===== src/rtl/tmr_pkg.sv =====
package tmr_pkg;
    typedef enum logic [1:0] {
        SRC_CLK  = 2'd0,
        SRC_EXT  = 2'd1,
        SRC_PRE  = 2'd2,
        SRC_NONE = 2'd3
    } src_e;

    typedef enum logic [1:0] {
        USE_FREE   = 2'd0,
        USE_GATE   = 2'd1,
        USE_RETRIG = 2'd2,
        USE_RSV    = 2'd3
    } use_e;

    // bit 8 dma_en, bit 7 flag slot, [6:5] inuse, [4:3] src, [2] dual, [1] cont, [0] en
    typedef struct packed {
        logic dma_en;
        logic spare;
        use_e inuse;
        src_e src;
        logic dual;
        logic cont;
        logic en;
    } cfg_t;

    localparam int CFG_W = $bits(cfg_t);

    localparam logic [1:0] R_CTRL  = 2'd0;
    localparam logic [1:0] R_COUNT = 2'd1;
    localparam logic [1:0] R_CMPA  = 2'd2;
    localparam logic [1:0] R_CMPB  = 2'd3;
endpackage


===== src/rtl/tmr_insync.sv =====
module tmr_insync #(
    parameter int HOLD = 4
) (
    input  logic clk,
    input  logic rst_n,
    input  logic pin,
    output logic lvl,
    output logic rise,
    output logic step
);
    localparam int HW = (HOLD > 2) ? $clog2(HOLD) : 1;

    typedef struct packed {
        logic          s1;
        logic          s2;
        logic          s3;
        logic [HW-1:0] hold;
    } sync_t;

    sync_t sync_q, sync_d;

    always_comb begin
        sync_d    = sync_q;
        sync_d.s1 = pin;
        sync_d.s2 = sync_q.s1;
        sync_d.s3 = sync_q.s2;
        lvl       = sync_q.s2;
        rise      = sync_q.s2 & ~sync_q.s3;
        step      = rise && (sync_q.hold == '0);
        if (step) begin
            sync_d.hold = HW'(HOLD - 1);
        end else if (sync_q.hold != '0) begin
            sync_d.hold = sync_q.hold - 1'b1;
        end
    end

    always_ff @(posedge clk or negedge rst_n) begin
        if (!rst_n) begin
            sync_q <= '0;
        end else begin
            sync_q <= sync_d;
        end
    end
endmodule


===== src/rtl/tmr_chan.sv =====
module tmr_chan
    import tmr_pkg::*;
#(
    parameter int CW      = 16,
    parameter bit HAS_PIN = 1'b1
) (
    input  logic          clk,
    input  logic          rst_n,
    input  logic          wr_en,
    input  logic [1:0]    wr_reg,
    input  logic [CW-1:0] wdata,
    input  logic          in_lvl,
    input  logic          in_rise,
    input  logic          in_step,
    input  logic          pre_step,
    output logic [CW-1:0] ctrl_o,
    output logic [CW-1:0] cnt_o,
    output logic [CW-1:0] cmpa_o,
    output logic [CW-1:0] cmpb_o,
    output logic          flag_o,
    output logic          wrap_o,
    output logic          out_o
);
    typedef struct packed {
        cfg_t          cfg;
        logic [CW-1:0] cnt;
        logic [CW-1:0] cmpa;
        logic [CW-1:0] cmpb;
        logic          phase;
        logic          pulse;
        logic          flag;
    } chan_t;

    chan_t         chan_q, chan_d;
    cfg_t          wcfg;
    logic          src_hit;
    logic          gate_ok;
    logic          retrig;
    logic          step;
    logic          wrap;
    logic [CW-1:0] limit;

    always_comb begin
        wcfg       = cfg_t'(wdata[CFG_W-1:0]);
        wcfg.spare = 1'b0;
        if (!HAS_PIN) begin
            wcfg.src   = SRC_CLK;
            wcfg.inuse = USE_FREE;
            wcfg.dual  = 1'b0;
        end
    end

    always_comb begin
        chan_d = chan_q;
        unique case (chan_q.cfg.src)
            SRC_CLK: src_hit = 1'b1;
            SRC_EXT: src_hit = in_step;
            SRC_PRE: src_hit = pre_step;
            default: src_hit = 1'b0;
        endcase
        gate_ok = (chan_q.cfg.inuse == USE_GATE) ? in_lvl : 1'b1;
        retrig  = chan_q.cfg.en && (chan_q.cfg.inuse == USE_RETRIG) && in_rise;
        limit   = chan_q.phase ? chan_q.cmpb : chan_q.cmpa;
        step    = chan_q.cfg.en && src_hit && gate_ok && !retrig;
        wrap    = step && (chan_q.cnt == limit);

        chan_d.pulse = wrap && !chan_q.cfg.dual;

        if (retrig) begin
            chan_d.cnt = '0;
        end else if (wrap) begin
            chan_d.cnt = '0;
            if (chan_q.cfg.dual) begin
                chan_d.phase = ~chan_q.phase;
            end
            if (!chan_q.cfg.cont && (!chan_q.cfg.dual || chan_q.phase)) begin
                chan_d.cfg.en = 1'b0;
            end
        end else if (step) begin
            chan_d.cnt = chan_q.cnt + 1'b1;
        end

        if (wr_en) begin
            unique case (wr_reg)
                R_CTRL: begin
                    chan_d.cfg   = wcfg;
                    chan_d.flag  = 1'b0;
                    chan_d.phase = 1'b0;
                end
                R_COUNT: chan_d.cnt  = wdata;
                R_CMPA:  chan_d.cmpa = wdata;
                default: chan_d.cmpb = wdata;
            endcase
        end

        // a wrap in the same cycle as a clearing write keeps the flag set
        if (wrap) begin
            chan_d.flag = 1'b1;
        end
    end

    always_ff @(posedge clk or negedge rst_n) begin
        if (!rst_n) begin
            chan_q <= '0;
        end else begin
            chan_q <= chan_d;
        end
    end

    always_comb begin
        ctrl_o          = '0;
        ctrl_o[CFG_W-1:0] = {chan_q.cfg.dma_en, chan_q.flag, chan_q.cfg[CFG_W-3:0]};
        cnt_o           = chan_q.cnt;
        cmpa_o          = chan_q.cmpa;
        cmpb_o          = chan_q.cmpb;
        flag_o          = chan_q.flag;
        wrap_o          = wrap;
        out_o           = chan_q.cfg.dual ? ~chan_q.phase : ~chan_q.pulse;
    end
endmodule


===== src/rtl/tmr_unit.sv =====
module tmr_unit
    import tmr_pkg::*;
#(
    parameter int CNT_W     = 16,
    parameter int HOLD_CLKS = 4
) (
    input  logic             clk,
    input  logic             rst_n,
    input  logic             wr_en,
    input  logic [3:0]       addr,
    input  logic [CNT_W-1:0] wdata,
    output logic [CNT_W-1:0] rdata,
    input  logic [1:0]       tmr_in,
    output logic [1:0]       tmr_out,
    output logic [2:0]       tc_flag,
    output logic             dma_req
);
    localparam int NCH    = 3;
    localparam int NPIN   = 2;
    localparam int PRE_CH = NCH - 1;

    logic [NCH-1:0]   lvl_w, rise_w, step_w, wrap_w, out_w, flag_w, sel_w;
    logic [CNT_W-1:0] ctrl_w [NCH];
    logic [CNT_W-1:0] cnt_w  [NCH];
    logic [CNT_W-1:0] cmpa_w [NCH];
    logic [CNT_W-1:0] cmpb_w [NCH];
    logic             pre_step;

    generate
        for (genvar i = 0; i < NCH; i++) begin : g_in
            if (i < NPIN) begin : g_pin
                tmr_insync #(.HOLD(HOLD_CLKS)) u_sync (
                    .clk  (clk),
                    .rst_n(rst_n),
                    .pin  (tmr_in[i]),
                    .lvl  (lvl_w[i]),
                    .rise (rise_w[i]),
                    .step (step_w[i])
                );
            end else begin : g_nopin
                assign lvl_w[i]  = 1'b0;
                assign rise_w[i] = 1'b0;
                assign step_w[i] = 1'b0;
            end
        end

        for (genvar i = 0; i < NCH; i++) begin : g_ch
            assign sel_w[i] = wr_en && (addr[3:2] == 2'(i));
            tmr_chan #(.CW(CNT_W), .HAS_PIN(1'(i < NPIN))) u_chan (
                .clk     (clk),
                .rst_n   (rst_n),
                .wr_en   (sel_w[i]),
                .wr_reg  (addr[1:0]),
                .wdata   (wdata),
                .in_lvl  (lvl_w[i]),
                .in_rise (rise_w[i]),
                .in_step (step_w[i]),
                .pre_step(pre_step),
                .ctrl_o  (ctrl_w[i]),
                .cnt_o   (cnt_w[i]),
                .cmpa_o  (cmpa_w[i]),
                .cmpb_o  (cmpb_w[i]),
                .flag_o  (flag_w[i]),
                .wrap_o  (wrap_w[i]),
                .out_o   (out_w[i])
            );
        end
    endgenerate

    // channel 2 is single-compare only, so its low output is its wrap pulse
    assign pre_step = ~out_w[PRE_CH];
    assign dma_req  = ~out_w[PRE_CH] & ctrl_w[PRE_CH][CFG_W-1];
    assign tmr_out  = out_w[NPIN-1:0];
    assign tc_flag  = flag_w;

    always_comb begin
        rdata = '0;
        for (int i = 0; i < NCH; i++) begin
            if (addr[3:2] == 2'(i)) begin
                unique case (addr[1:0])
                    R_CTRL:  rdata = ctrl_w[i];
                    R_COUNT: rdata = cnt_w[i];
                    R_CMPA:  rdata = cmpa_w[i];
                    default: rdata = cmpb_w[i];
                endcase
            end
        end
    end
endmodule


===== config.mk =====
export PLATFORM = sky130hd
export DESIGN_NAME = tmr_unit
export DESIGN_NICKNAME = d
export VERILOG_FILES = /design/src/rtl/tmr_pkg.sv /design/src/rtl/tmr_insync.sv /design/src/rtl/tmr_chan.sv /design/src/rtl/tmr_unit.sv
export SDC_FILE = /design/constraint.sdc
export NUM_CORES = 1
export LEC_CHECK = 0
export BUFFER_PORTS_ARGS = -buffer_cell sky130_fd_sc_hd__clkbuf_2
export CAP_MARGIN = 20
export CORE_MARGIN = 2
export CORE_UTILIZATION = 55
export DETAILED_ROUTE_END_ITERATION = 12
export PLACE_DENSITY_LB_ADDON = 0.15
export SLEW_MARGIN = 30
export SYNTH_ARGS = -nofsm -noshare
export SYNTH_HDL_FRONTEND = slang
export SYNTH_SLANG_ARGS = --single-unit

===== constraint.sdc =====
create_clock -name clk -period 3.4 [get_ports clk]
set_clock_uncertainty 0.2 [all_clocks]
set_input_delay 0.68 -clock clk [delete_from_list [all_inputs] [get_ports clk]]
set_output_delay 0.68 -clock clk [all_outputs]
set_load 0.01 [all_outputs]

# Word-level counts from Yosys, hierarchy flattened
# Cells that the tools add are included.
dict set report op_classes {
  bitwise 10
  n_addsub 5
  eq_ne 15
  muxes 65
  reduce_logical 59
}
# op count
set ops {}
lappend ops {{$mux W16} 23}
lappend ops {{$mux W50} 3}
lappend ops {{$pmux W16 S3} 3}
lappend ops {{$add A16 B1 Y16 const B} 3}
lappend ops {{$eq A16 B16 Y1} 3}
lappend ops {{$mux W1} 30}
lappend ops {{$reduce_and A2 Y1} 12}
lappend ops {{$logic_and A1 B1 Y1} 22}
lappend ops {{$reduce_bool A2 Y1} 10}
lappend ops {{$eq A2 B1 Y1 const B} 6}
lappend ops {{$eq A2 B2 Y1 const B} 6}
lappend ops {{$logic_not A2 Y1} 6}
lappend ops {{$mux W2} 4}
lappend ops {{$not A1 Y1} 7}
lappend ops {{$logic_not A1 Y1} 6}
lappend ops {{$pmux W1 S3} 2}
lappend ops {{$sub A2 B1 Y2 const B} 2}
lappend ops {{$and A1 B1 Y1} 3}
lappend ops {{$reduce_or A3 Y1} 1}
lappend ops {{$logic_or A1 B1 Y1} 2}
dict set report word_totals {
  word_cells 195
  regBits 182
  inputBits 25
  output_inout_bits 22
}

# Logic depth before layout (Yosys ltp)
# Gate-level depths: netlist (run 1).
dict set report depth {
  depth_word 12
  depth_mapped 10
  depth_no_buf 8
}

# By module
# Synthesis (run 1) repeated with hierarchy kept, for this count alone.
dict set report unflattened {
  cells_unflattened 1072
  area_unflattened_um2 11926.4
}
# module seq_area_each_um2 area_each_um2 instances cells_per_inst
set by_module_without_submodules {}
lappend by_module_without_submodules {{tmr_chan (g_ch[0].u_chan ...)} 1476.4 3483.3 2 322}
lappend by_module_without_submodules {{tmr_chan (g_ch[2].u_chan)} 1326.3 3060.4 1 278}
lappend by_module_without_submodules {tmr_unit 0.0 1508.9 1 122}
lappend by_module_without_submodules {tmr_insync 125.1 195.2 2 14}

# Worst setup path after synthesis (run 1)
# No wires, ideal clock.
dict set report synth_timing {
  path_kind {input port to output port}
  from {in addr[0]}
  to {out rdata[14]}
  t_required_ps 2520
  path_buffers 4
  path_slack_ps 451
  arrival_time_ps 2069
  cell_stages 6
  cell_sequence {buf_2 > buf_2 > buf_1 > buf_1 > a221oi_1 > nor2_1}
}
dict set report synth_between {
  elab_chain_cells 5
  word_cells_on_any_way 9
  cone_classes {eq/ne: 2; mux: 6; reduce/logical: 1}
}
# item line_no
set synth_rtl {}
lappend synth_rtl {{start: declaration} tmr_unit.sv:10} ;# input logic [3:0] addr,
lappend synth_rtl {{$eq A2 B2 Y1 (tied with other cells)} tmr_unit.sv:80} ;# unique case (addr[1:0])
lappend synth_rtl {{$pmux W16 S3} tmr_unit.sv:80}
lappend synth_rtl {{$mux W16 (2 in a row)} tmr_unit.sv:79} ;# if (addr[3:2] == 2'(i)) begin
lappend synth_rtl {{$mux W16 (*)} tmr_unit.sv:79}
lappend synth_rtl {{end: declaration} tmr_unit.sv:12} ;# output logic [CNT_W-1:0] rdata,
# Every way passes the cells marked *; elsewhere a longest branch is shown, timed or not.

# Worst setup path in the final report (run 1)
dict set report layout_timing {
  from {in addr[0]}
  to {out rdata[6]}
}
# The elaborated chain is that of the path after synthesis.

==> impl_metrics.yaml, run 1 <==
timing:
  fmax_ghz: 0.3195
  slew_headroom: 0.4481
  fin_ws_ns: 0.2697
  fin_tns_setup_ns: 0
  hold_viol: 0
  fin_crit_sh: 0.9207
  hold_slack_ns: 0.03753
  drv_slew: 0
  finalSetupViolations: 0
  final.min_clock_period_ns: 3.130
  worst_slew_pin_slew_ns: 0.8258
  grt_setup_unrepaired: "false"
logic_synthesis:
  synthCells: 898
  synthArstFlopShare: 1.000
  syn_avg_cell_area_um2: 11.26
  synth_cell_types: 57
  ys_seq_elements: 181
  synthFlopType: "dfrtp_1"
  synth_fp_nets: 930
  synth_edf_count: 0
  yosysWarnings: 0
  synth_seq_area_share: 0.4481
  synth_area_um2: 10110
drt:
  firstDrtPassIters: 5
  routed_wl_um: 28560
  via_count: 7458
  drt_iter0_drc: 639
  ant_nets: 0
  drc: 0
  vias_per_cell: 6.374
  detail_route.wl_per_cell_um: 24.41
final_layout:
  final_common_cell: "dfrtp_1"
  drive_above_1_share: 0.2933
  multiInputGateArea_um2: 5197
  instances_no_fill: 1170
  synthToLayoutAreaGrowth_pct: 11.24
  stdcell_area_um2: 11240
  final_net_count: 960
  antennaDiodeCount: 0
  post-route-util: 0.6238
  seqCellArea_um2: 4529
  num-fill-cells: 1486
  final_cell_mix: "dfrtp_1 (181), mux2_2 (138), nand2_1 (92)"
clock_tree:
  ctsHoldBuffers: 0
  clk_pin_slew_ns: 0.07
  cts_tree: "done"
  clockBufferDepth: 2
  post-cts-setup-buffers: 0
  cts_made_buffers: 17
  cts_resized: 0
  cts.sinks: 181
  clk_latency_ns: 0.43
  ctsHtreeMaxLevel: 4
  clock-root-buffer: "clkbuf_16"
worst_setup_path:
  worstPathArrival_ns: 2.25
  crit_fanout: 17
  crit_buf_inv: 3
  crit_path_frequent_cell: "clkbuf_2"
  worstRegToRegCells: 7
  critical_path.cell_chain: "clkbuf_2, buf_4, mux4_2, mux2i_1, o22ai_1, clkbuf_2"
  ff2ff_setup_slack_ns: 0.48
  regToRegStartpoint: "g_ch[0].u_chan.chan_q[2]"
  path_class: "in -> out"
  crit_required_ns: 2.52
  critical-path-top-delay-family: "buffers and inverters"
  setup.worst_path.start_class: "input port"
  worstSetupEndpointType: "primary output"
  slowest_stage: "mux4_2"
  slowest_delay_ns: 0.54
  reg2reg_to: "g_ch[0].u_chan.cnt_o[4]"
placement:
  placed_cell_area_um2: 10600
  post-place-ws_ns: 0.2805
  place_congestion: 0.9398
  port_buffers: 46
  hpwlAfterDp_um: 20820
  place_inst: 1138
run_status:
  outcome: "finished clean"
floorplanning:
  die_x_um: 139.6
  rows: 49
  pin_count: 47
  die_h_um: 139.6
  start_util: 0.5608
  die-area_um2: 19480
  coreArea_um2: 18020
power:
  vdd_drop_max_mv: 0.5282
  seqPwrFrac: 0.440
  finalPower_mw: 7.735
  clkPwrFrac: 0.280
  combPwrFrac: 0.280
  p_per_area_nw_per_um2: 687.9
  p_leak_nw: 4.567
  p_sw_mw: 2.623
  p_int_mw: 5.113
  p_sw_frac: 0.3390
worst_hold_path:
  hold_path.class: "in -> async"
global_routing:
  antenna_found_initial: 0
  grt_pass1_vias: 7657
  grt_util_all_layers: 0.3021
  grt_first_pass_wirelength_um: 45000
  grt_max_degree: 67
  grt-ovfl-total: 0
run:
  maxCapViolations: 0
synthesized netlist by cell type (12+ instances only):
cell | instances | area, um^2
clkbuf_1 | 34 | 127.6
xor2_1 | 28 | 245.2
dfrtp_1 | 181 | 4529
xnor2_1 | 65 | 569.3
mux2i_1 | 44 | 440.4
nand3_1 | 17 | 85.08
nor2_1 | 22 | 82.58
a221oi_1 | 16 | 140.1
o21ai_1 | 16 | 80.08
inv_1 | 15 | 56.30
mux2_2 | 138 | 1554
o21ai_0 | 33 | 165.2
buf_2 | 12 | 60.06
mux4_2 | 16 | 360.4
nand2_1 | 92 | 345.3
nand4_1 | 12 | 75.07
power groups by stage:
stage	registers, mW	clock network (mW)	logic [mW]
6_report	3.40	2.17	2.17
5_1_grt	3.47	2.28	2.35
4_1_cts	3.39	2.20	2.16
3_5_place_dp	3.42	0	2.15
3_3_place_gp	3.39	0	2.06
2_1_floorplan	3.14	0	1.68
cell families (layout without fill, tap and decap cells):
kind of cell / after synthesis / count (layout) / share of synthesized area
compound gates: 135 / 135 / 0.09345
xor+xnor: 93 / 93 / 0.08058
fa+ha+maj: 7 / 7 / 0.008664
buf+inv: 82 / 125 / 0.03800
flops: 181 / 181 / 0.4481
mux: 198 / 198 / 0.2329
simple gates: 202 / 202 / 0.09828
worst max-delay path by stage:
stage | depth (start not counted) | slack (ns) | endpoint | from
after floorplan | 6 | 0.45 | rdata[14] | addr[0]
after global placement | 6 | 0.31 | rdata[6] | addr[0]
after detailed placement | 6 | 0.28 | rdata[6] | addr[0]
after CTS | 6 | 0.29 | rdata[6] | addr[0]
after global routing | 6 | 0.19 | rdata[6] | addr[0]
final | 6 | 0.27 | rdata[6] | addr[0]
registers in the layout (all words and copies together), names as in the netlist:
signal,flops
g_ch.u_chan.ctrl_o,19
g_ch.u_chan.chan_q,5
g_in.g_pin.u_sync.sync_q,6
g_ch.u_chan.cmpa_o,48
g_ch.u_chan.cnt_o,48
g_in.g_pin.u_sync.sync_d,2
g_ch.u_chan.cmpb_o,48
g_ch.u_chan.flag_o,3
g_in.g_pin.u_sync.lvl,2
layout make-up:
type                    count  share of cell area
clock buffers              19             0.04028
clock inverters            13             0.01736
inverters                  15            0.005007
multi-input cells         635              0.4622
flip-flops and latches    181              0.4028
well taps                 229             0.02548
repair buffers             78             0.04685
metal layers:
layer,GRT usage,vias up,routed length (um)
met4,0.09789,0,701
met2,0.4990,267,13960
met3,0.04267,49,1550
met5,0,-,0
met1,0.4161,3834,12350
li1,-,3308,-
(Power assumes the default switching activity.)
==> inputs of run 2 (changes only) <==
--- a/config.mk
+++ b/config.mk
@@ -5,6 +5,7 @@
 export SDC_FILE = /design/constraint.sdc
 export NUM_CORES = 1
 export LEC_CHECK = 0
+export ABC_AREA = 1
 export BUFFER_PORTS_ARGS = -buffer_cell sky130_fd_sc_hd__clkbuf_2
 export CAP_MARGIN = 20
 export CORE_MARGIN = 2
==> impl_metrics.yaml, run 2 <==
floorplanning:
  rows: 50
  die-area_um2: 20440
  die_x_um: 143.0
  coreArea_um2: 18830
  die_h_um: 143.0
  start_util: 0.5641
  pin_count: 47
global_routing:
  grt_first_pass_wirelength_um: 55680
  grt_util_all_layers: 0.3636
  grt-ovfl-total: 0
  grt_max_degree: 79
  grt-busiest-layer: "met2"
  antenna_found_initial: 0
  met2_usage: 0.5601
  grt_util_met3: 0.07612
  met1_usage: 0.5186
  grt_pass1_vias: 9778
placement:
  port_buffers: 46
  hpwlAfterDp_um: 26660
  post-place-ws_ns: 0.4007
  place_congestion: 1.013
drt:
  vias_per_cell: 5.781
  detail_route.wl_per_cell_um: 19.86
  ant_nets: 0
  via_count: 10337
  drc: 0
  drt_iter0_drc: 1242
  firstDrtPassIters: 8
  routed_wl_um: 35500
logic_synthesis:
  synth_simple_gate_area_frac: 0.2658
  yosysWarnings: 0
  synth_common_cells: "nand2_1 (443), inv_1 (189), o21ai_0 (184)"
  yosysMostFrequentCell: "nand2_1"
  synth_fp_nets: 1508
  ys_seq_elements: 181
  synthFlopType: "dfrtp_1"
  synth_cell_types: 36
  synth_seq_area_share: 0.4264
  synth_xor_area_frac: 0.04782
  synth_edf_count: 0
  synth-compound-area-share: 0.1561
  synthCells: 1476
  synthAdderAreaFrac: 0.008245
  synth_top_area_cell: "dfrtp_1"
  synth_top_family_by_area: "simple AND/OR/NAND/NOR gates"
  synthMuxAreaShare: 0
  synthArstFlopShare: 1.000
  synth_area_um2: 10620
  syn_avg_cell_area_um2: 7.197
  ys_top_cells_by_area: "dfrtp_1 (43%), nand2_1 (16%), o21ai_0 (8.7%)"
  synth_top_area_frac: 0.4264
final_layout:
  final_cell_mix: "nand2_1 (443), inv_1 (189), o21ai_0 (184)"
  synthToLayoutAreaGrowth_pct: 10.81
  final_net_count: 1547
  final_common_cell: "nand2_1"
  num-fill-cells: 1716
  antennaDiodeCount: 0
  drive_above_1_share: 0.09031
timing:
  grt_setup_unrepaired: "false"
  fin_ws_ns: 0.3021
  drv_slew: 0
  worst_slew_pin_slew_ns: 0.6969
  final.min_clock_period_ns: 3.098
  hold_viol: 0
  fmax_ghz: 0.3228
  fin_crit_sh: 0.9112
  finalSetupViolations: 0
  fin_tns_setup_ns: 0
  slew_headroom: 0.5349
worst_setup_path:
  path_class: "in -> out"
  setup.worst_path.start_class: "input port"
  crit_fanout: 21
  worstPathArrival_ns: 2.22
  crit_required_ns: 2.52
  worstSetupEndpointType: "primary output"
  ff2ff_setup_slack_ns: 0.78
  worstRegToRegCells: 9
clock_tree:
  cts_made_buffers: 17
  cts_resized: 0
  post-cts-setup-buffers: 0
  ctsHoldBuffers: 0
  clk_latency_ns: 0.44
  clockBufferDepth: 2
  clk_pin_slew_ns: 0.07
  cts.sinks: 181
  clock-root-buffer: "clkbuf_16"
  cts_tree: "done"
  ctsHtreeMaxLevel: 4
run_status:
  outcome: "finished clean"
run:
  maxCapViolations: 0
power:
  finalPower_mw: 7.663
  p_leak_nw: 5.642
  vdd_drop_max_mv: 0.3989
  p_per_area_nw_per_um2: 651.0
worst_hold_path:
  hold_path.class: "in -> async"
-- run 2: report_power, final --
part | internal (mW) | total (mW) | leakage [nW] | switching (mW)
logic | 0.861 | 2.44 | 3.12 | 1.58
clock network | 1.05 | 2.01 | 0.286 | 0.964
registers | 2.69 | 3.21 | 2.24 | 0.525
-- run 2: layout make-up --
class | instances | area (um^2) | share of cell area
sequential | 181 | 4529 | 0.3848
multi-input combinational | 1044 | 5085 | 0.4320
timing repair buffer | 79 | 524.3 | 0.04454
tap | 260 | 325.3 | 0.02764
clock buffer | 17 | 425.4 | 0.03614
clock inverter | 15 | 161.4 | 0.01371
inverter | 192 | 720.7 | 0.06122
-- run 2: final timing paths --
path	startpoint	endpoint
setup / recovery	addr[1]	rdata[12]
hold reg to reg	g_in[1].g_pin.u_sync.sync_d[3]	g_in[1].g_pin.u_sync.lvl
hold / removal	rst_n	g_in[1].g_pin.u_sync.sync_q[0]
setup reg to reg	g_ch[0].u_chan.chan_q[2]	g_ch[0].u_chan.cnt_o[9]
min in group clk	tmr_in[0]	g_in[0].g_pin.u_sync.sync_d[3]
max in group asynchronous	rst_n	g_ch[2].u_chan.cnt_o[10]
-- run 2: logic make-up (layout without fill, tap and decap cells) --
group	after synthesis	count (layout)
xor gates and xnor gates	58	58
buffers and inverters	251	303
AOI/OAI and AO/OA	294	294
adders and majority gates	7	7
DFF	181	181
and+or+nand+nor	685	685
-- run 2: per-stage QoR --
step           utilization  cells  cell area, um^2  hold slack (ns)
4_1_cts             0.6251   1788            11770           0.1039
3_3_place_gp        0.5940   1756            11180           0.1313
5_1_grt             0.6251   1788            11770           0.1402
3_5_place_dp        0.5940   1756            11180           0.1409
6_report            0.6251   1788            11770          0.06815
2_1_floorplan            -   1476            10620           0.1312
-- run 2: critical path: stages --
cell and delay (ns):
clkbuf_2 0.12, inv_1 0.09, nor2_1 0.06, inv_1 0.27, buf_12 0.22, nor2_1 0.05
o21ai_0 0.34, o211ai_1 0.21, clkbuf_2 0.17
-- run 2: per-layer routing --
metal	share of wire	vias to the layer above
li1	-	4836
met3	0.10	82
met1	0.42	4841
met5	0	-
met4	0.030	0
met2	0.45	578
==> inputs of run 3 (changes only) <==
==> constraint.sdc (replaced) <==
create_clock -name clk -period 2.75 [get_ports clk]
set_clock_uncertainty 0.2 [all_clocks]
set_input_delay 0.55 -clock clk [delete_from_list [all_inputs] [get_ports clk]]
set_output_delay 0.55 -clock clk [all_outputs]
set_load 0.005 [all_outputs]
==> impl_metrics.yaml, run 3 (synthesized netlist as in run 2, its figures left out) <==
power:
  combPwrFrac: 0.312
  p_sw_mw: 3.811
  p_leak_nw: 5.731
  p_sw_frac: 0.3958
  p_per_area_nw_per_um2: 805.6
  vdd_drop_max_mv: 0.4779
  p_int_mw: 5.817
  clkPwrFrac: 0.275
  seqPwrFrac: 0.413
placement:
  place_inst: 1767
  place_congestion: 0.9686
  hpwlAfterDp_um: 26720
  port_buffers: 46
  post-place-ws_ns: 0.08676
worst_setup_path:
  worstPathArrival_ns: 1.93
  worstRegToRegCells: 9
  worstSetupEndpointType: "primary output"
  path_class: "in -> out"
  slowest_stage: "o21ai_0"
  reg2reg_to: "g_ch[0].u_chan.cnt_o[15]"
  critical-path-top-delay-family: "buffers and inverters"
  critical_path_cell_count: 8
  setup.worst_path.start_class: "input port"
  critPathLaunch: "addr[1]"
  ff2ff_setup_slack_ns: 0.31
  regToRegStartpoint: "g_ch[0].u_chan.chan_q[2]"
  crit_path_frequent_cell: "clkbuf_2"
  crit_end: "rdata[5]"
  crit_required_ns: 2.00
  crit_buf_inv: 4
  slowest_delay_ns: 0.34
  critical_path.cell_chain: "clkbuf_2, nor2_2, inv_1, buf_4, o221ai_1, o21ai_0, nand3_1, clkbuf_2"
  crit_fanout: 5
global_routing:
  grt_util_all_layers: 0.3663
  grt-ovfl-total: 0
  grt_first_pass_wirelength_um: 56080
  grt_max_degree: 61
  grt_pass1_vias: 9866
  antenna_found_initial: 0
timing:
  fin_ws_ns: 0.07219
  worst_slew_pin_slew_ns: 0.5153
  hold_slack_ns: 0.1578
  fin_tns_setup_ns: 0
  hold_viol: 0
  slew_headroom: 0.6556
  fmax_ghz: 0.3734
  final.min_clock_period_ns: 2.678
  drv_slew: 0
  grt_setup_unrepaired: "false"
  finalSetupViolations: 0
  fin_crit_sh: 0.9737
floorplanning:
  die_h_um: 143.0
  start_util: 0.5641
  coreArea_um2: 18830
  pin_count: 47
  rows: 50
  die_x_um: 143.0
  die-area_um2: 20440
drt:
  via_count: 10499
  routed_wl_um: 35960
  firstDrtPassIters: 7
  drt_iter0_drc: 1155
  vias_per_cell: 5.826
  detail_route.wl_per_cell_um: 19.95
  ant_nets: 0
  drc: 0
clock_tree:
  clk_latency_ns: 0.45
  clock-root-buffer: "clkbuf_16"
  clk_pin_slew_ns: 0.08
  ctsHtreeMaxLevel: 4
  cts_tree: "done"
  cts_made_buffers: 17
  cts.sinks: 181
  clockBufferDepth: 2
final_layout:
  final_cell_mix: "nand2_1 (443), inv_1 (189), o21ai_0 (182)"
  post-route-util: 0.6346
  instances_no_fill: 1802
  drive_above_1_share: 0.09728
  final_net_count: 1561
  synthToLayoutAreaGrowth_pct: 12.50
  antennaDiodeCount: 0
  final_common_cell: "nand2_1"
run:
  maxCapViolations: 0
run_status:
  outcome: "finished clean"
worst_hold_path:
  worstHoldStart: "g_in[1].g_pin.u_sync.sync_d[3]"
  hold_path.class: "reg -> reg"
## run 3: cell count changes in the layout (fill, tap and decap cells not counted), moves of 2 or more
cell           delta
buf_4             +9
o21ai_1           +2
buf_12            +2
dlygate4sd3_1     +3
inv_6             +3
clkinv_8          +2
clkinv_4          -3
o21ai_0           -2
## run 3: power groups by stage
stage          logic, mW  clock network [mW]  registers (mW)
2_1_floorplan       2.11                   0            3.78
3_3_place_gp        2.89                   0            3.99
3_5_place_dp        2.94                   0            3.99
4_1_cts             2.96                2.65            3.95
5_1_grt             3.37                2.76            4.06
6_report            3.00                2.64            3.98
## run 3: per-layer routing
layer / wire, um / global-route usage
met1: 15410 / 0.5183
met2: 15900 / 0.5573
met3: 3452 / 0.07981
met4: 1193 / 0.1292
met5: 0 / 0
## run 3: what timing repair did
action	in CTS	in global routing
setup buffers	0	0
hold buffers	2	1
endpoints found under the hold margin	42	1
resized for setup	0	3
endpoints found under the setup margin	0	6
## run 3: cell type report
type | count | area, um^2
fill | 1751 | 6880
sequential | 181 | 4529
clock inverter | 15 | 200.2
tap | 260 | 325.3
inverter | 192 | 720.7
multi-input combinational | 1044 | 5087
clock buffer | 17 | 425.4
timing repair buffer | 93 | 661.9
## run 3: stage by stage
step | total power, mW | area, um^2
finish | 9.628 | 11950
global route | 10.19 | 11950
CTS | 9.567 | 11940
detailed placement | 6.932 | 11290
global placement | 6.875 | 11290
floorplan | 5.895 | 10620
## run 3: how the worst min path moves through the flow
stage / to / slack (ns) / depth (start not counted)
2_1_floorplan: g_ch[0].u_chan.chan_q[1] / 0.05 / 0
3_3_place_gp: g_in[1].g_pin.u_sync.lvl / 0.13 / 0
3_5_place_dp: g_in[0].g_pin.u_sync.lvl / 0.14 / 0
4_1_cts: g_in[0].g_pin.u_sync.sync_d[3] / 0.003 / 1
5_1_grt: g_in[0].g_pin.u_sync.lvl / 0.17 / 0
6_report: g_in[1].g_pin.u_sync.lvl / 0.16 / 0
